[config.mk]
export PLATFORM = sky130hd
export DESIGN_NAME = hs_mem_responder
export DESIGN_NICKNAME = d
export VERILOG_FILES = /design/src/rtl/hs_pkg.sv /design/src/rtl/hs_sync.sv /design/src/rtl/hs_array_read.sv /design/src/rtl/hs_mem_responder.sv
export SDC_FILE = /design/constraint.sdc
export NUM_CORES = 1
export LEC_CHECK = 0
export BUFFER_PORTS_ARGS = -buffer_cell sky130_fd_sc_hd__buf_2
export CAP_MARGIN = 20
export CORE_AREA = 2 2 88 90
export CTS_CLUSTER_SIZE = 16
export DETAILED_ROUTE_END_ITERATION = 10
export DIE_AREA = 0 0 90 92
export PLACE_DENSITY = 0.68
export REMOVE_ABC_BUFFERS = 1
export SLEW_MARGIN = 20
export SYNTH_ARGS = -nofsm -noshare
export SYNTH_HDL_FRONTEND = slang
export SYNTH_SLANG_ARGS = --single-unit
export TNS_END_PERCENT = 1
[constraint.sdc]
create_clock -name clk -period 1.9 [get_ports clk]
set_input_delay 0.285 -clock clk [delete_from_list [all_inputs] [get_ports clk]]
set_output_delay 0.285 -clock clk [all_outputs]
set_load 0.01 [all_outputs]
[src/rtl/hs_pkg.sv]
package hs_pkg;

  typedef enum logic [1:0] {
    ST_IDLE,
    ST_ACKED,
    ST_WAIT_DATA,
    ST_DRIVE
  } hs_state_t;

  function automatic logic [31:0] array_word(input logic [31:0] idx);
    return (idx * 32'h9E3779B9) ^ 32'h5A5AC3C3;
  endfunction

endpackage

[src/rtl/hs_sync.sv]
module hs_sync #(
  parameter int W = 1
) (
  input  logic         clk,
  input  logic         rst_n,
  input  logic [W-1:0] d_i,
  output logic [W-1:0] q_o
);

  logic [W-1:0] stage1, stage2;

  always_ff @(posedge clk or negedge rst_n) begin
    if (!rst_n) begin
      stage1 <= '0;
      stage2 <= '0;
    end else begin
      stage1 <= d_i;
      stage2 <= stage1;
    end
  end

  assign q_o = stage2;

endmodule

[src/rtl/hs_array_read.sv]
module hs_array_read
  import hs_pkg::*;
#(
  parameter int DATA_W     = 32,
  parameter int ADDR_W     = 4,
  parameter int ACCESS_LAT = 15
) (
  input  logic              clk,
  input  logic              rst_n,
  input  logic              start_i,
  input  logic [ADDR_W-1:0] addr_i,
  output logic              valid_o,
  input  logic              ready_i,
  output logic [DATA_W-1:0] data_o
);

  localparam int DEPTH = 1 << ADDR_W;
  localparam int CNT_W = $clog2(ACCESS_LAT + 1);

  logic [DATA_W-1:0] rom [DEPTH];

  for (genvar i = 0; i < DEPTH; i++) begin : g_rom
    logic [31:0] full_word;
    assign full_word = array_word(32'(i));
    assign rom[i]    = DATA_W'(full_word);
  end

  logic             busy;
  logic [CNT_W-1:0] remain;
  logic [DATA_W-1:0] word_q;

  assign valid_o = busy && (remain == '0);
  assign data_o  = word_q;

  always_ff @(posedge clk or negedge rst_n) begin
    if (!rst_n) begin
      busy   <= 1'b0;
      remain <= '0;
      word_q <= '0;
    end else if (start_i) begin
      busy   <= 1'b1;
      remain <= CNT_W'(ACCESS_LAT - 1);
      word_q <= rom[addr_i];
    end else if (busy) begin
      if (valid_o && ready_i)
        busy <= 1'b0;
      else if (remain != '0)
        remain <= remain - 1'b1;
    end
  end

endmodule

[src/rtl/hs_mem_responder.sv]
module hs_mem_responder
  import hs_pkg::*;
#(
  parameter int DATA_W     = 32,
  parameter int ADDR_W     = 4,
  parameter int STEP_CYC   = 3,
  parameter int ACCESS_LAT = 5 * STEP_CYC
) (
  input  logic              clk,
  input  logic              rst_n,
  input  logic              read_req_i,
  input  logic              ack_i,
  input  logic [DATA_W-1:0] bus_i,
  output logic              ack_o,
  output logic              data_rdy_o,
  output logic [DATA_W-1:0] bus_o,
  output logic              bus_oe_o
);

  logic req_s, ack_s;
  logic [1:0] sync_out;

  hs_sync #(.W(2)) u_sync (
    .clk   (clk),
    .rst_n (rst_n),
    .d_i   ({read_req_i, ack_i}),
    .q_o   (sync_out)
  );
  assign req_s = sync_out[1];
  assign ack_s = sync_out[0];

  logic unused_bus_hi;
  assign unused_bus_hi = ^bus_i[DATA_W-1:ADDR_W];

  hs_state_t         state;
  logic              ack_q, rdy_q, oe_q;
  logic [DATA_W-1:0] drive_q;
  logic              accept, rd_valid, rd_ready;
  logic [DATA_W-1:0] rd_data;

  assign accept   = (state == ST_IDLE) && req_s && !ack_s;
  assign rd_ready = (state == ST_WAIT_DATA);

  hs_array_read #(
    .DATA_W     (DATA_W),
    .ADDR_W     (ADDR_W),
    .ACCESS_LAT (ACCESS_LAT)
  ) u_array (
    .clk     (clk),
    .rst_n   (rst_n),
    .start_i (accept),
    .addr_i  (bus_i[ADDR_W-1:0]),
    .valid_o (rd_valid),
    .ready_i (rd_ready),
    .data_o  (rd_data)
  );

  always_ff @(posedge clk or negedge rst_n) begin
    if (!rst_n) begin
      state   <= ST_IDLE;
      ack_q   <= 1'b0;
      rdy_q   <= 1'b0;
      oe_q    <= 1'b0;
      drive_q <= '0;
    end else begin
      case (state)
        ST_IDLE: begin
          if (accept) begin
            ack_q <= 1'b1;
            state <= ST_ACKED;
          end
        end
        ST_ACKED: begin
          if (!req_s) begin
            ack_q <= 1'b0;
            state <= ST_WAIT_DATA;
          end
        end
        ST_WAIT_DATA: begin
          if (rd_valid) begin
            drive_q <= rd_data;
            rdy_q   <= 1'b1;
            oe_q    <= 1'b1;
            state   <= ST_DRIVE;
          end
        end
        ST_DRIVE: begin
          if (ack_s) begin
            rdy_q   <= 1'b0;
            oe_q    <= 1'b0;
            drive_q <= '0;
            state   <= ST_IDLE;
          end
        end
        default: state <= ST_IDLE;
      endcase
    end
  end

  assign ack_o      = ack_q;
  assign data_rdy_o = rdy_q;
  assign bus_oe_o   = oe_q;
  assign bus_o      = drive_q;

endmodule

==> metrics.md <==
| Metric | Value |
|---|---|
| Met1 wire length | `3.235 mm` |
| CP cell instances | `inv_1 -> ha_1 -> or3b_4 -> o21ai_4 -> buf_12 -> nand3_2 -> mux2_4` |
| Hold Violations, Final | `0` |
| Comb pwr share | `0.331` |
| Register bit count reported by yosys | `73` |
| Vias/cell | `5.135` |
| TritonRoute pass-1 iters | `4` |
| Syn Std Cell Area | `3338 um^2` |
| Status | `completed` |
| FF+latch area | `1827 um^2` |
| Met3 wire len | `243 um` |
| Worst slew pin tran | `0.4941 ns` |
| Type of origin of the critical path | `flop` |
| Clock Latency Late Sink | `0.35 ns` |
| Row cnt | `32` |
| Core area | `7447 um^2` |
| Total power | `5349 uW` |
| First-pass GRT wire length | `10.98 mm` |
| Initial antenna violation count | `0` |
| Unrepaired setup endpoints after global routing | `true` |
| Critical path class | `flop to flop` |
| MaxCap Viol Count | `0` |
| Placed cells | `447` |
| Clock network fraction of design power | `0.227` |
| Maximum buffer depth of the clock tree | `2` |
| Layout fillers | `696` |
| Psw | `1873 uW` |
| Synth warn | `0` |
| Count of cell types in the netlist | `38` |
| Worst endpoint required time | `2.13 ns` |
| Clock Skew | `0.005204 ns` |
| Relative slew margins | `0.6706` |
| Final setup viols | `0` |
| Synth-to-Final Area Change | `18.55%` |
| Area taken by multi-input logic gates | `1391 um^2` |
| Critical path endpoint category | `flop` |
| Via count | `2388` |
| # IOs | `71` |
| Sw Share | `0.3501` |
| Routed Antenna Nets | `0` |
| Total GRT Usage | `0.1678` |
| Share of power burned in registers | `0.442` |
| Layout Cells excl Fill | `465` |
| CP arrival | `2.08 ns` |
| Largest cells by area after synthesis | `dfrtp_1 (55%), a22o_1 (7.9%), ha_1 (6.0%), o21ai_1 (4.8%), nand2_1 (4.6%)` |
| Post-synthesis cell count | `313` |
| Antenna Cells | `0` |
| GRT overflow | `0` |
| CP max stage delay | `0.40 ns` |
| Die width | `90 um` |
| CP max-delay cell | `or3b_4` |
| Clock slew at reported path FFs | `0.07 ns` |
| Fmax | `540.7 MHz` |
| H-tree levels | `3` |
| HPWL after detailed placement | `4.287 mm` |
| Final Net Count | `411` |
| Num CTS Buffers | `9` |
| Top sig layer | `met4` |
| PD cells | `1352 nW/um^2` |
| Root buffer cell | `clkbuf_8` |
| Share of the synthesized area in the top cell type | `0.5472` |
| Slew Limit Fails | `0` |
| Worst VDD drop | `0.5130 mV` |
| CP Max Fanout | `4` |
| WP buf/inv | `2` |
| Per-cell routed wire length | `14.49 um` |
| Cell taking the most area after synthesis | `dfrtp_1` |
| Die Area | `8280 um^2` |
| Vias in the first global route | `2325` |
| Largest delay share family, worst path | `simple AND/OR/NAND/NOR gates` |
| Die height | `92 um` |
| PortBufs | `42` |
| Cell internal pwr | `3476 uW` |
| WL final | `6.738 mm` |
| DRT iter0 DRCs | `115` |
| Final RePlAce weighted congestion | `0.8618` |
| Clk sinks | `73` |
| Post-Syn Area per Cell | `10.67 um^2` |
| CTS tree | `yes` |
| Final Util | `0.5314` |
| DRC viols | `0` |
| Starting Density | `0.4483` |
| Met2 Wirelength | `3.117 mm` |
| Lkg Pwr | `0.001977 uW` |
| Largest net degree at the start of global routing | `63` |
| Ratio of cells with drive above 1 in the final layout | `0.2314` |
| Crit share post-route | `0.9733` |
| Sequential area share after synthesis | `0.5472` |
| Fin crit period | `1.849 ns` |
| Tightest Hold Check Type | `input port to flop` |
==> area by class of cell <==
type	instances	area share
well taps	102	0.03225
flip-flops and latches	73	0.4616
inverters	13	0.01233
clock inverters	3	0.01012
multi-input cells	206	0.3516
clock buffers	12	0.03920
repair buffers	56	0.09295
==> what timing repair did <==
item | 4_1_cts | 5_1_grt
hold buffers | 1 | 0
setup buffers | 0 | 1
gates resized for setup | 0 | 6
endpoints found under the setup margin | 0 | 30
endpoints found under the hold margin | 19 | 0
==> state kept, by name (all words and copies together), names as in the netlist <==
signal,cells
ack_o,1
u_array.remain,4
u_sync.q_o,2
state,2
u_array.busy,1
bus_oe_o,1
u_array.data_o,30
u_sync.stage1,2
bus_o,30
==> metrics by stage <==
step                      worst slack, ns  instance area [um^2]  hold slack, ns  setup TNS [ns]
after CTS                         0.02134                  3891         0.02143               0
after floorplan                   -0.6066                  3209        -0.01059          -26.22
after detailed placement          0.02904                  3686          0.2819               0
final                             0.05067                  3958         0.03893               0
after global routing             -0.02678                  3958         0.02244         -0.3057
after global placement            0.07952                  3686          0.2819               0
==> metal layers <==
metal | vias up | global-route usage
li1 | 1189 | -
met1 | 1144 | 0.2214
met2 | 47 | 0.2544
met3 | 8 | 0.03615
met4 | 0 | 0.1026
met5 | - | 0
==> path summary, 6_finish.rpt <==
kind | to | cells past startpoint | from | slack [ns]
worst max-delay path | state[1]$_DFFE_PN0P_ | 7 | u_array.remain[1]$_DFFE_PN0P_ | 0.05
worst min-delay path | u_sync.stage1[1]$_DFF_PN0_ | 1 | read_req_i | 0.04
worst max register to register | state[1]$_DFFE_PN0P_ | 7 | u_array.remain[1]$_DFFE_PN0P_ | 0.05
worst min register to register | u_sync.q_o[0]$_DFF_PN0_ | 0 | u_sync.stage1[0]$_DFF_PN0_ | 0.35
max in group asynchronous | u_array.data_o[26]$_DFFE_PN0P_ | 3 | rst_n | 0.90
min in group asynchronous | u_sync.q_o[0]$_DFF_PN0_ | 2 | rst_n | 0.43
==> worst register-to-register path, cell delays in order (launching register included) <==
cell and delay [ns]:
dfrtp_1 0.39, inv_1 0.08, ha_1 0.13, or3b_4 0.40
o21ai_4 0.18, buf_12 0.15, nand3_2 0.09, mux2_4 0.32
==> power groups by stage <==
stage               combinational [uW]  clock [uW]  sequential [uW]
floorplan                          988           0             2380
global placement                  1470           0             2380
detailed placement                1530           0             2390
CTS                               1540        1250             2370
global route                      1970        1310             2440
finish                            1770        1210             2360
==> logic make-up (layout without fill, tap and decap cells) <==
kind of cell,count (synthesis),in the layout,share of synthesized area
AO/OA/AOI/OAI,101,101,0.2013
XOR/XNOR,4,4,0.01050
adder cells (fa/ha/maj),16,16,0.05997
buffers and inverters,35,84,0.05322
flip-flops,73,73,0.5472
multiplexers,6,6,0.01949
AND/OR/NAND/NOR,78,79,0.1083
==> cell usage after synthesis <==
cell	count
dfrtp_1	73
nand2_1	41
o21ai_1	32
a22o_1	30
ha_1	16
a21oi_1	15
clkbuf_1	11
nor2_1	11
inv_1	10
o21ai_0	8
nor2b_1	6
nand2b_1	5
nand3_1	5
buf_2	4
buf_6	4
nor3_1	4
o31ai_1	4
buf_4	3
inv_2	3
mux2_2	3
a21o_1	2
a22oi_1	2
a311oi_1	2
mux2i_1	2
o211ai_1	2
xnor2_1	2
xor2_1	2
a211oi_1	1
and2_1	1
mux2_1	1
nand2_4	1
nand3_2	1
nor3_2	1
o21ai_4	1
o2bb2ai_1	1
o31a_1	1
or2_1	1
or3b_1	1
==> cell usage in the layout, fill, tap and decap left out, types with 3 or more instances in the layout <==
| cell type | synthesis | routed |
|---|---|---|
| dfrtp_1 | 73 | 73 |
| buf_2 | 4 | 42 |
| nand2_1 | 41 | 41 |
| o21ai_1 | 32 | 31 |
| a22o_1 | 30 | 30 |
| ha_1 | 16 | 16 |
| a21oi_1 | 15 | 15 |
| nor2_1 | 11 | 11 |
| clkbuf_8 | 0 | 11 |
| inv_1 | 10 | 10 |
| buf_4 | 3 | 9 |
| o21ai_0 | 8 | 8 |
| nor2b_1 | 6 | 6 |
| nand2b_1 | 5 | 5 |
| o31ai_1 | 4 | 4 |
| nand3_1 | 5 | 4 |
| nor3_1 | 4 | 4 |
| buf_12 | 0 | 4 |
| inv_2 | 3 | 3 |
| mux2_2 | 3 | 3 |
Note: power is estimated with default switching activity, not from simulation.
